### src/rtl/irqstat_pkg.sv
package irqstat_pkg;
  localparam int TAP_N   = 6;
  localparam int SRC_N   = TAP_N + 1;
  localparam int STAT_W  = 8;
  localparam int ACQ_POS = STAT_W - 1;
  localparam int SYNC_N  = 2;

  typedef logic [TAP_N-1:0] tap_vec_t;

  typedef struct packed {
    logic     acq;
    tap_vec_t tap;
  } evt_t;

  function automatic tap_vec_t lowest_one(tap_vec_t v);
    return v & (~v + tap_vec_t'(1));
  endfunction
endpackage

### src/rtl/irqstat_pend.sv
module irqstat_pend
  import irqstat_pkg::*;
(
  input  logic clk,
  input  logic rst_n,
  input  logic busy,
  input  evt_t evt_in,
  output evt_t evt_out
);
  evt_t pend_q;
  evt_t pend_d;

  always_comb begin
    if (busy) begin
      pend_d  = pend_q | evt_in;
      evt_out = '0;
    end else begin
      pend_d  = '0;
      evt_out = pend_q | evt_in;
    end
  end

  always_ff @(posedge clk or negedge rst_n) begin
    if (!rst_n) pend_q <= '0;
    else        pend_q <= pend_d;
  end

  // an event seen while busy must be held for later
  a_r7_hold_pending: assert property (@(posedge clk) disable iff (!rst_n)
    (busy && (evt_in != '0)) |=> (pend_q != '0));
endmodule

### src/rtl/irqstat_flags.sv
module irqstat_flags
  import irqstat_pkg::*;
(
  input  logic              clk,
  input  logic              rst_n,
  input  evt_t              set_in,
  input  logic              rd_clr,
  input  logic              first_only,
  output logic [STAT_W-1:0] flags_q
);
  tap_vec_t tap_q;
  tap_vec_t tap_base;
  tap_vec_t tap_add;
  tap_vec_t tap_d;
  tap_vec_t tap_ce;
  logic     acq_q;
  logic     acq_d;
  logic     acq_ce;

  always_comb begin
    tap_base = rd_clr ? '0 : tap_q;
    if (first_only) begin
      tap_add = (tap_base != '0) ? '0 : lowest_one(set_in.tap);
    end else begin
      tap_add = set_in.tap;
    end
    tap_d  = tap_base | tap_add;
    tap_ce = tap_add | {TAP_N{rd_clr}};
    acq_d  = (acq_q & ~rd_clr) | set_in.acq;
    acq_ce = rd_clr | set_in.acq;
  end

  for (genvar i = 0; i < TAP_N; i++) begin : g_tap
    always_ff @(posedge clk or negedge rst_n) begin
      if (!rst_n)         tap_q[i] <= 1'b0;
      else if (tap_ce[i]) tap_q[i] <= tap_d[i];
    end
  end

  always_ff @(posedge clk or negedge rst_n) begin
    if (!rst_n)      acq_q <= 1'b0;
    else if (acq_ce) acq_q <= acq_d;
  end

  for (genvar b = 0; b < STAT_W; b++) begin : g_word
    if (b < TAP_N) begin : g_t
      assign flags_q[b] = tap_q[b];
    end else if (b == ACQ_POS) begin : g_a
      assign flags_q[b] = acq_q;
    end else begin : g_z
      assign flags_q[b] = 1'b0;
    end
  end

  // a read with nothing arriving leaves an empty word
  a_r4_read_clears: assert property (@(posedge clk) disable iff (!rst_n)
    (rd_clr && (set_in == '0)) |=> (flags_q == '0));
  // a sample event always lands in the top bit
  a_r3_acq_sets: assert property (@(posedge clk) disable iff (!rst_n)
    set_in.acq |=> flags_q[ACQ_POS]);
  // a latched tap in first-only mode is never joined by another
  a_r6_first_kept: assert property (@(posedge clk) disable iff (!rst_n)
    (first_only && !rd_clr && (tap_q != '0)) |=> (tap_q == $past(tap_q)));
endmodule

### src/rtl/irqstat_pin.sv
module irqstat_pin
  import irqstat_pkg::*;
(
  input  logic [STAT_W-1:0] flags,
  input  logic [SRC_N-1:0]  en,
  input  logic              pol_high,
  input  logic              push_pull,
  output logic              pin_o,
  output logic              pin_oe
);
  logic [SRC_N-1:0] src;
  logic             act;

  always_comb begin
    src    = {flags[ACQ_POS], flags[TAP_N-1:0]};
    act    = |(src & en);
    pin_o  = pol_high ? act : ~act;
    pin_oe = push_pull | act;
  end
endmodule

### src/rtl/irqstat_top.sv
module irqstat_top
  import irqstat_pkg::*;
(
  input  logic              clk,
  input  logic              rst_n,
  input  logic [TAP_N-1:0]  tap_evt,
  input  logic              smp_evt,
  input  logic              bus_busy,
  input  logic              stat_rd,
  input  logic [SRC_N-1:0]  irq_en,
  input  logic              first_only,
  input  logic              irq_pol_high,
  input  logic              irq_push_pull,
  output logic [STAT_W-1:0] stat_q,
  output logic              irq_o,
  output logic              irq_oe
);
  logic [SYNC_N-1:0] rst_sync_q;
  logic              srst_n;
  evt_t              evt_raw;
  evt_t              evt_apply;

  always_ff @(posedge clk or negedge rst_n) begin
    if (!rst_n) rst_sync_q <= '0;
    else        rst_sync_q <= {rst_sync_q[SYNC_N-2:0], 1'b1};
  end
  assign srst_n = rst_sync_q[SYNC_N-1];

  assign evt_raw.tap = tap_evt;
  assign evt_raw.acq = smp_evt;

  irqstat_pend u_pend (
    .clk    (clk),
    .rst_n  (srst_n),
    .busy   (bus_busy),
    .evt_in (evt_raw),
    .evt_out(evt_apply)
  );

  irqstat_flags u_flags (
    .clk       (clk),
    .rst_n     (srst_n),
    .set_in    (evt_apply),
    .rd_clr    (stat_rd),
    .first_only(first_only),
    .flags_q   (stat_q)
  );

  irqstat_pin u_pin (
    .flags    (stat_q),
    .en       (irq_en),
    .pol_high (irq_pol_high),
    .push_pull(irq_push_pull),
    .pin_o    (irq_o),
    .pin_oe   (irq_oe)
  );

  // the word never gains a bit while the bus is busy
  a_r7_frozen: assert property (@(posedge clk) disable iff (!srst_n)
    (bus_busy && !stat_rd) |=> (stat_q == $past(stat_q)));
  // push-pull always drives the pad
  a_r8_pp_driven: assert property (@(posedge clk) disable iff (!srst_n)
    irq_push_pull |-> irq_oe);
  // open-drain releases the pad while no enabled flag is set
  a_r8_od_release: assert property (@(posedge clk) disable iff (!srst_n)
    (!irq_push_pull && ((stat_q[TAP_N-1:0] & irq_en[TAP_N-1:0]) == '0)
     && !(stat_q[ACQ_POS] && irq_en[TAP_N])) |-> !irq_oe);
  // an enabled sample flag shows on an active-high pin
  a_r5_active_level: assert property (@(posedge clk) disable iff (!srst_n)
    (irq_pol_high && stat_q[ACQ_POS] && irq_en[TAP_N]) |-> irq_o);
endmodule

### config.mk
export PLATFORM = sky130hd
export DESIGN_NAME = irqstat_top
export DESIGN_NICKNAME = d
export VERILOG_FILES = /design/src/rtl/irqstat_pkg.sv /design/src/rtl/irqstat_pend.sv /design/src/rtl/irqstat_flags.sv /design/src/rtl/irqstat_pin.sv /design/src/rtl/irqstat_top.sv
export SDC_FILE = /design/constraint.sdc
export NUM_CORES = 1
export LEC_CHECK = 0
export BUFFER_PORTS_ARGS = -buffer_cell sky130_fd_sc_hd__buf_2
export CORE_MARGIN = 2
export CORE_UTILIZATION = 40
export DETAILED_ROUTE_END_ITERATION = 10
export PLACE_DENSITY = 0.72
export SLEW_MARGIN = 10
export SYNTH_ARGS = -nofsm -noshare
export SYNTH_HDL_FRONTEND = slang
export SYNTH_SLANG_ARGS = --single-unit
export TNS_END_PERCENT = 100
### constraint.sdc
create_clock -name clk -period 1.2 [get_ports clk]
set_input_delay 0.18 -clock clk [delete_from_list [all_inputs] [get_ports clk]]
set_output_delay 0.18 -clock clk [all_outputs]
set_load 0.01 [all_outputs]
# Word-level counts from Yosys, hierarchy flattened
# Cells that the tools add are included.
dict set report classes {
  n_reduce_logical 2
  bitwise_logic 12
  n_addsub 1
  mux 6
}
# operator n
set op_table {}
lappend op_table {{$mux 6} 3}
lappend op_table {{$mux 7} 2}
lappend op_table {{$or 6x6->6} 2}
lappend op_table {{$and 7x7->7} 1}
lappend op_table {{$or 7x7->7} 1}
lappend op_table {{$reduce_or 7->1} 1}
lappend op_table {{$add 6x1->6 const B} 1}
lappend op_table {{$and 6x6->6} 1}
lappend op_table {{$not 6->6} 1}
lappend op_table {{$reduce_bool 6->1} 1}
lappend op_table {{$or 1x1->1} 3}
lappend op_table {{$not 1->1} 2}
lappend op_table {{$and 1x1->1} 1}
lappend op_table {{$mux 1} 1}
dict set report totals {
  output_inout_bits 10
  word_cells 31
  input_bits 21
  register_bits 16
}

# Longest topological paths before layout
# Gate-level depths: netlist (run 1).
dict set report logic_depth {
  word_depth 8
  ltp_mapped 4
}

# Cells and area by module
# Synthesis (run 1) repeated with hierarchy kept, for this count alone.
dict set report unflattened {
  hier_cells 73
  hier_area_um2 819.5
}
# module cells_each instances area_per_inst_um2 seq_area_each_um2
set by_module_without_submodules {}
lappend by_module_without_submodules {irqstat_flags 42 1 392.9 175.2}
lappend by_module_without_submodules {irqstat_pend 22 1 327.8 175.2}
lappend by_module_without_submodules {irqstat_top 3 1 53.8 50.0}
lappend by_module_without_submodules {irqstat_pin 6 1 45.0 0.0}

# Least setup slack after synthesis (run 1)
# OpenSTA, ideal clock, no wires.
dict set report synth_path {
  path_type {register to output}
  startpoint {register u_flags.tap_q[4], in the netlist u_flags.flags_q[4]}
  endpoint {output port irq_oe}
  t_required_ps 1020
  n_path_buf 0
  stages_incl_launch_ff 4
  slack_ps -149
  arrival_ps 1169
  path_cell_list {dfrtp_1 a222oi_1 nand3_1 or2_2}
}
dict set report synth_via {
  elab_chain_len 3
}
# item line
set synth_lines {}
lappend synth_lines {{start: declaration} irqstat_flags.sv:11} ;# tap_vec_t tap_q;
lappend synth_lines {{start signal: indexed assignment} irqstat_flags.sv:36} ;# else if (tap_ce[i]) tap_q[i] <= tap_d[i];
lappend synth_lines {{$and 7x7->7} irqstat_pin.sv:16} ;# act = |(src & en);
lappend synth_lines {{$reduce_or 7->1} irqstat_pin.sv:16}
lappend synth_lines {{$or 1x1->1} irqstat_pin.sv:18} ;# pin_oe = push_pull | act;
lappend synth_lines {{end: declaration} irqstat_top.sv:16} ;# output logic irq_oe
# No other way between the ends.

# Final worst setup path (run 1)
dict set report layout_path {
  startpoint {register u_flags.tap_q[5], in the netlist u_flags.flags_q[5]}
  endpoint {output port irq_oe}
}
# Same word-level chain as after synthesis.

==> results of run 1 <==
## worst min-delay path: stages
cell     delay (ns)
buf_2          0.07
nor2_1         0.04
nor2b_1        0.10
## through the flow
step	hold slack, ns	power [uW]
finish	0.143	1320
global route	0.129	1390
CTS	0.134	1300
detailed placement	-0.0336	893
global placement	-0.0357	887
floorplan	-0.116	756
## state kept, by name (all words and copies together), names as in the netlist
| signal | cells |
|---|---|
| rst_sync_q | 2 |
| u_flags.acq_q | 1 |
| u_flags.flags_q | 6 |
| u_pend.pend_q | 7 |
## Yosys cell counts, drive strengths merged
cell,n
a21o,2
a21oi,2
a221o,2
a222oi,1
a22o,1
a22oi,2
and2,1
buf,2
clkbuf,1
conb,2
dfrtp,16
inv,1
nand2,1
nand3,1
nor2,9
nor2b,6
nor3,1
nor3b,1
nor4,2
o21ai,2
o2bb2ai,4
o41ai,1
or2,2
xnor2,1
## layer usage
layer | GRT usage | vias to the layer above | routed length (um)
met4 | 0.0857 | 0 | 21
li1 | - | 315 | -
met2 | 0.256 | 26 | 763
met5 | 0 | - | 0
met3 | 0.0635 | 2 | 111
met1 | 0.204 | 292 | 707
## path summary, 6_finish.rpt
kind	startpoint	end	slack, ns
max	u_flags.flags_q[5]$_DFFE_PN0P_	irq_oe	-0.49
min	smp_evt	u_pend.pend_q[6]$_DFF_PN0_	0.14
max reg2reg	u_flags.flags_q[0]$_DFFE_PN0P_	u_flags.flags_q[3]$_DFFE_PN0P_	-0.22
min reg2reg	rst_sync_q[1]$_DFF_PN0_	u_pend.pend_q[3]$_DFF_PN0_	0.23
max in group asynchronous	rst_sync_q[1]$_DFF_PN0_	u_flags.flags_q[0]$_DFFE_PN0P_	0.56
min in group asynchronous	rst_n	rst_sync_q[1]$_DFF_PN0_	0.19
## cell type report
| cell class | count | share of cell area |
|---|---|---|
| inverter | 1 | 0.00351 |
| sequential | 16 | 0.377 |
| multi-input combinational | 44 | 0.308 |
| tap | 17 | 0.0199 |
| clock buffer | 4 | 0.0340 |
| timing repair buffer | 42 | 0.258 |
## power groups by stage
stage / sequential, uW / combinational [uW] / clock (uW)
2_1_floorplan: 640 / 117 / 0
3_3_place_gp: 632 / 255 / 0
3_5_place_dp: 634 / 259 / 0
4_1_cts: 629 / 300 / 372
5_1_grt: 635 / 357 / 395
6_report: 629 / 327 / 360
## cells by family after synthesis
family,count (synthesis),share of synthesized area
buffers and inverters,4,0.0320
AOI/OAI and AO/OA,17,0.192
and+or+nand+nor,24,0.185
other,2,0.0107
DFF,16,0.568
xor gates and xnor gates,1,0.0124
## repair_timing
| action | CTS | global route |
|---|---|---|
| endpoints found under the setup margin | 8 | 11 |
| hold buffers | 1 | 0 |
| endpoints found under the hold margin | 2 | 0 |
| resized for setup | 9 | 7 |
| setup buffers | 1 | 3 |
| pin swaps | 7 | 4 |
==> metrics.yaml, run 1 <==
status:
  status: "complete, but fails checks"
  violations: "setup timing"
timing:
  fin_crit_sh: 1.41
  fmax_ghz: 0.590
  worstMarginPinSlew_ns: 0.563
  tns_ns: -1.94
  relSlewSlack: 0.624
  finalSetupViolations: 8
  hold_violations: 0
  clock_skew_ns: 0.00473
  rsz0062_at_grt: "yes"
  period_needed_ns: 1.69
  setup_slack_ns: -0.495
  slew_violations: 0
drt:
  vias: 635
  ant_nets: 0
  drtPass1Iterations: 4
  drcViolationCount: 0
  drt_iter0_markers: 7
  vias_per_cell: 5.12
  wirelength_mm: 1.60
  drt-wirelength-per-cell_um: 12.9
critical_path:
  critical-path-top-delay-family: "simple AND/OR/NAND/NOR gates"
  cp.depth: 4
  cp_max_fo: 2
  start_kind: "flip-flop"
  slowest_delay_ns: 0.39
  path_buf_inv: 1
  critPathRequiredTime_ns: 1.02
  cp_slowest_cell: "dfrtp_1"
  reg2reg_depth: 5
  cp-end-kind: "output pin"
  worstSetupPathType: "flip-flop to output pin"
  cp_cell_sequence: "a222oi_1 > nand3_1 > or2_4 > buf_6"
  arrival_ns: 1.51
synthesis:
  ys_seq_area_frac: 0.568
  synth_top_area_share: 0.568
  syn_nets: 85
  yosysWarnings: 0
  avgSynthCellArea_um2: 11.0
  synth-seq-cells: 16
  synthTopCellsByArea: "dfrtp_1 (57%), nor2b_1 (5.3%), o2bb2ai_1 (5.0%)"
  synth.distinct_cells: 27
  synth_top_area_cell: "dfrtp_1"
  syn_area_um2: 704
  synth_cells: 64
pwr:
  swShare: 0.272
  clkPwrFrac: 0.274
  power.density_nw_per_um2: 1230
  power.share.sequential: 0.478
  p_leak_uw: 0.000522
  vdd.ir_drop.worst_mv: 0.733
  pwr-share-comb: 0.248
  p_sw_uw: 358
  p_int_uw: 958
final_layout:
  fin_nets: 129
  finalNonFillerCells: 124
  diodes: 0
  multiInputGateArea_um2: 329
  drive_gt1_frac: 0.542
  final_cell_area_um2: 1070
  utilization: 0.633
  final_common_cell: "buf_2"
  final_cell_mix: "buf_2 (26), dfrtp_1 (14), nor2_1 (9), buf_4 (9)"
  regArea_um2: 403
  area_growth_pct: 51.7
  n_fill_cell: 136
min_path:
  worstHoldPathCells: 3
  hp-class: "input port to flip-flop"
floorplanning:
  die_height_um: 46.0
  num_rows: 15
  dieWidth_um: 46.0
  start_util: 0.417
  ios: 31
  core_um2: 1690
  die_area_um2: 2110
global_routing:
  grt_antenna_before_repair: 0
  grtUsageTotal: 0.168
  grt_pass1_wl_mm: 2.46
  overflow: 0
  grt_start_max_net_pins: 15
  grt_pass1_vias: 602
placement:
  port_buffers: 29
  routabilityCongestion: 0.714
  dpl.cell_count: 117
  pre_cts_ws_ns: -0.263
  placed_area_um2: 930
  hpwl_mm: 1.17
clock_network:
  clockBufferDepth: 2
  cts.sinks: 16
  cts_inserted_buffers: 3
  cts_tree: "built"
  cts-root-buf: "clkbuf_4"
  clk_pin_slew_ns: 0.09
  htreeDepth: 1
  clk_latency_ns: 0.29
run:
  cap_violations: 0
Note: power is estimated with default switching activity, not from simulation.
==> inputs of run 2 (changes only) <==
Settings changed: PLACE_DENSITY 0.72 to 0.69.
Clock period 1.2 ns to 1.9 ns, I/O delays scaled along.
==> run 2 against run 1 <==
Total power is 42% lower. Cell count is 8.1% lower. Final area is 14% lower. Worst hold slack better by 0.080 ns. Sequential cell count stayed put. Sequential share of layout area is 6.0 points higher. Largest power group unchanged. The flow now finishes without violations. Utilization is 9.0 points lower.
==> metrics.yaml, run 2 (same netlist as run 1, synthesis figures left out) <==
critical_path:
  critical-path-top-delay-family: "simple AND/OR/NAND/NOR gates"
  arrival_ns: 1.53
  cp-end-kind: "output pin"
  r2r_end: "u_flags.flags_q[5]$_DFFE_PN0P_"
  cp_max_fo: 2
  path_buf_inv: 1
  critPathRequiredTime_ns: 1.62
  cp_cell_sequence: "a222oi_1 > nand3_1 > or2_4 > buf_2"
  slowest_delay_ns: 0.39
  reg2reg_from: "u_flags.flags_q[4]$_DFFE_PN0P_"
  worstSetupPathType: "flip-flop to output pin"
  cp_slowest_cell: "dfrtp_1"
  start_kind: "flip-flop"
  reg2reg_depth: 5
  reg2reg_setup_slack_ns: 0.42
drt:
  ant_nets: 0
  drtPass1Iterations: 4
  vias: 615
  drt_iter0_markers: 10
  dr_wl_met2_um: 748
  met1_length_um: 687
  wirelength_mm: 1.56
  vias_per_cell: 5.39
  maxUsedRoutingLayer: "met4"
  drt-wirelength-per-cell_um: 13.7
  drcViolationCount: 0
  dr_wl_met3_um: 86
timing:
  fin_crit_sh: 0.957
  slew_violations: 0
  worstMarginPinSlew_ns: 0.543
  fmax_ghz: 0.550
  hold_ws_ns: 0.224
  finalSetupViolations: 0
  relSlewSlack: 0.638
  period_needed_ns: 1.82
  clock_skew_ns: 0.00336
  hold_violations: 0
  rsz0062_at_grt: "no"
  tns_ns: 0
final_layout:
  regMostFlops: "u_pend.pend_q"
  utilization: 0.542
  final_common_cell: "buf_2"
  n_fill_cell: 161
  final_cell_area_um2: 916
  fin_nets: 119
  largest_reg_flops: 7
  diodes: 0
  final_cell_mix: "buf_2 (29), dfrtp_1 (16), nor2_1 (9)"
  drive_gt1_frac: 0.412
  area_growth_pct: 30.0
clock_network:
  cts-root-buf: "clkbuf_4"
  cts.sinks: 16
  htreeDepth: 1
  clk_pin_slew_ns: 0.09
  cts_tree: "built"
  clockBufferDepth: 2
  clk_latency_ns: 0.29
  cts_inserted_buffers: 3
placement:
  port_buffers: 29
  routabilityCongestion: 0.696
  placed_area_um2: 852
  hpwl_mm: 1.09
global_routing:
  grtUsageTotal: 0.166
  grt_antenna_before_repair: 0
  overflow: 0
  grt_pass1_vias: 571
  grt_pass1_wl_mm: 2.40
  grt_start_max_net_pins: 15
run:
  cap_violations: 0
pwr:
  power.density_nw_per_um2: 833
  vdd.ir_drop.worst_mv: 0.524
  p_leak_uw: 0.000454
floorplanning:
  core_um2: 1690
  dieWidth_um: 46.0
  die_area_um2: 2110
  die_height_um: 46.0
  start_util: 0.417
  num_rows: 15
  ios: 31
status:
  status: "finished, final reports clean"
min_path:
  hp-class: "flip-flop to async pin"
run 2: cell count changes in the layout (fill, tap and decap cells not counted), sizes merged:
| cell | delta |
|---|---|
| buf | -10 |
run 2: metrics by stage:
step	instances	power (uW)	setup WS, ns
finish	114	763	0.0822
global route	114	799	0.0314
CTS	114	768	0.00756
detailed placement	107	535	0.309
global placement	107	530	0.333
floorplan	64	476	0.446
run 2: how the worst max path moves through the flow:
| stage | start | cells after the start | end | slack (ns) |
|---|---|---|---|---|
| 4_1_cts | u_flags.flags_q[4]$_DFFE_PN0P_ | 4 | irq_oe | 0.008 |
| 5_1_grt | u_flags.flags_q[4]$_DFFE_PN0P_ | 4 | irq_oe | 0.03 |
| 3_5_place_dp | u_flags.flags_q[4]$_DFFE_PN0P_ | 4 | irq_oe | 0.31 |
| 6_report | u_flags.flags_q[5]$_DFFE_PN0P_ | 4 | irq_oe | 0.08 |
| 3_3_place_gp | irq_en[4] | 5 | irq_oe | 0.33 |
| 2_1_floorplan | u_flags.flags_q[4]$_DFFE_PN0P_ | 3 | irq_oe | 0.45 |
run 2: routing by layer:
metal | vias up | track usage
met5 | - | 0
met2 | 25 | 0.294
met1 | 286 | 0.175
met4 | 0 | 0.103
li1 | 299 | -
met3 | 5 | 0.0357
run 2: layout make-up:
type | instances | area [um^2] | area share
sequential | 16 | 400 | 0.437
multi-input combinational | 44 | 284 | 0.310
timing repair buffer | 32 | 170 | 0.186
clock buffer | 4 | 36.3 | 0.0396
tap | 17 | 21.3 | 0.0232
inverter | 1 | 3.75 | 0.00410
run 2: power by group:
group	internal (uW)	total, uW	switching, uW
registers	369	394	25.4
logic	73.7	144	70.4
clock network	117	224	107
run 2: what timing repair did:
action                                  4_1_cts  5_1_grt
pin swaps                                     2        2
endpoints found under the setup margin        1        1
hold endpoints to repair                      2        0
buffers inserted                              2        0
hold buffers                                  1        0
gates cloned                                  0        0
resized for setup                             0        1
==> inputs of run 3 (changes only) <==
Settings changed: PLACE_DENSITY 0.69 to 0.72.
Clock period 1.9 ns to 1.6 ns, I/O delays scaled along.
==> run 3 against run 2 <==
Register-to-register slack worse by 0.31 ns. Die area unchanged. Critical path type unchanged. Combinational power up 23%. The run now ends with setup timing left. First-iteration DRC count down 10%.
==> metrics.yaml, run 3 (same netlist as run 1, synthesis figures left out) <==
status:
  status: "complete, but fails checks"
  violations: "setup timing"
global_routing:
  grt_pass1_wl_mm: 2.06
  grtUsageTotal: 0.142
  grt_pass1_vias: 468
  grt_antenna_before_repair: 0
  overflow: 0
  grt_start_max_net_pins: 15
min_path:
  whs_endpoint: "u_pend.pend_q[6]$_DFF_PN0_"
  worstHoldPathCells: 3
  hold_start: "smp_evt"
  hp-class: "input port to flip-flop"
drt:
  ant_nets: 0
  drcViolationCount: 0
  drt_iter0_markers: 9
  vias_per_cell: 5.14
  drtPass1Iterations: 4
  dr_wl_met3_um: 83
  drt-wirelength-per-cell_um: 12.3
  dr_wl_met2_um: 601
  maxUsedRoutingLayer: "met4"
  met1_length_um: 668
  vias: 581
  wirelength_mm: 1.39
placement:
  port_buffers: 29
  pre_cts_ws_ns: 0.0781
  hpwl_mm: 1.04
  routabilityCongestion: 0.694
  dpl.cell_count: 108
final_layout:
  finalNonFillerCells: 113
  regArea_um2: 400
  final_cell_mix: "buf_2 (28), dfrtp_1 (16), nor2_1 (9)"
  regMostFlops: "u_pend.pend_q"
  area_growth_pct: 31.4
  n_fill_cell: 148
  largest_reg_flops: 7
  diodes: 0
  multiInputGateArea_um2: 302
  final_common_cell: "buf_2"
  drive_gt1_frac: 0.438
  fin_nets: 119
run:
  cap_violations: 0
clock_network:
  cts_tree: "built"
  cts.sinks: 16
  clk_pin_slew_ns: 0.08
  clk_latency_ns: 0.27
  cts_inserted_buffers: 3
  htreeDepth: 1
  cts-root-buf: "clkbuf_4"
  clockBufferDepth: 2
critical_path:
  cp_max_fo: 2
  cp_cell_sequence: "a222oi_1 > nand3_1 > or2_4 > buf_6"
  cp-end-kind: "output pin"
  reg2reg_depth: 5
  arrival_ns: 1.49
  path_buf_inv: 1
  worstSetupPathType: "flip-flop to output pin"
  start_kind: "flip-flop"
  slowest_delay_ns: 0.38
  reg2reg_from: "u_flags.flags_q[4]$_DFFE_PN0P_"
  critical-path-top-delay-family: "simple AND/OR/NAND/NOR gates"
  reg2reg_setup_slack_ns: 0.11
  critPathRequiredTime_ns: 1.36
  cp_slowest_cell: "dfrtp_1"
  r2r_end: "u_flags.flags_q[4]$_DFFE_PN0P_"
timing:
  tns_ns: -0.212
  worstMarginPinSlew_ns: 0.546
  hold_ws_ns: 0.218
  fmax_ghz: 0.578
  hold_violations: 0
  relSlewSlack: 0.636
  rsz0062_at_grt: "yes"
  setup_slack_ns: -0.131
  clock_skew_ns: 0.00152
  period_needed_ns: 1.73
  fin_crit_sh: 1.08
  finalSetupViolations: 2
  slew_violations: 0
pwr:
  power.share.sequential: 0.554
  vdd.ir_drop.worst_mv: 0.581
  clkPwrFrac: 0.236
  p_leak_uw: 0.000455
  p_int_uw: 618
  swShare: 0.268
  p_sw_uw: 226
  pwr-share-comb: 0.210
  power_uw: 844
  power.density_nw_per_um2: 912
floorplanning:
  num_rows: 15
  core_um2: 1690
  dieWidth_um: 46.0
  start_util: 0.417
  ios: 31
  die_area_um2: 2110
  die_height_um: 46.0
-- run 3: layout make-up --
type	instances	share of cell area
sequential	16	0.432
multi-input combinational	44	0.326
timing repair buffer	32	0.191
clock buffer	3	0.0243
tap	17	0.0230
inverter	1	0.00405
-- run 3: per-stage QoR --
step	cell area [um^2]	utilization
2_1_floorplan	704	-
4_1_cts	908	0.538
3_5_place_dp	860	0.509
6_report	926	0.548
5_1_grt	926	0.548
3_3_place_gp	860	0.509
-- run 3: how the worst max path moves through the flow --
| stage | from | endpoint | slack, ns | depth (start not counted) |
|---|---|---|---|---|
| after floorplan | u_flags.flags_q[4]$_DFFE_PN0P_ | irq_oe | 0.19 | 3 |
| after global placement | u_flags.flags_q[4]$_DFFE_PN0P_ | irq_oe | 0.1 | 4 |
| after detailed placement | u_flags.flags_q[4]$_DFFE_PN0P_ | irq_oe | 0.08 | 4 |
| after CTS | u_flags.flags_q[4]$_DFFE_PN0P_ | irq_oe | -0.16 | 4 |
| after global routing | u_flags.flags_q[4]$_DFFE_PN0P_ | irq_oe | -0.21 | 4 |
| final | u_flags.flags_q[4]$_DFFE_PN0P_ | irq_oe | -0.13 | 4 |
-- run 3: routing by layer --
metal | track usage | up-vias
li1 | - | 294
met1 | 0.185 | 259
met2 | 0.211 | 24
met3 | 0.0238 | 4
met4 | 0.103 | 0
met5 | 0 | -
-- run 3: worst min-delay path, delay by kind of cell --
kind	cells	cell delay [ns]
buffers and inverters	1	0.07
and+or+nand+nor	2	0.14
-- run 3: what timing repair did --
item,4_1_cts,5_1_grt
hold buffers,1,0
pin swaps,3,2
gates cloned,0,0
setup buffers,1,0
resized for setup,2,3
setup endpoints to repair,2,5
endpoints found under the hold margin,2,0
-- run 3: power by group through the flow --
stage | registers, uW | logic [uW] | clock network [uW]
3_5_place_dp | 477 | 160 | 0
5_1_grt | 474 | 196 | 223
6_report | 468 | 177 | 199
4_1_cts | 467 | 173 | 207
3_3_place_gp | 476 | 158 | 0
2_1_floorplan | 480 | 85.7 | 0
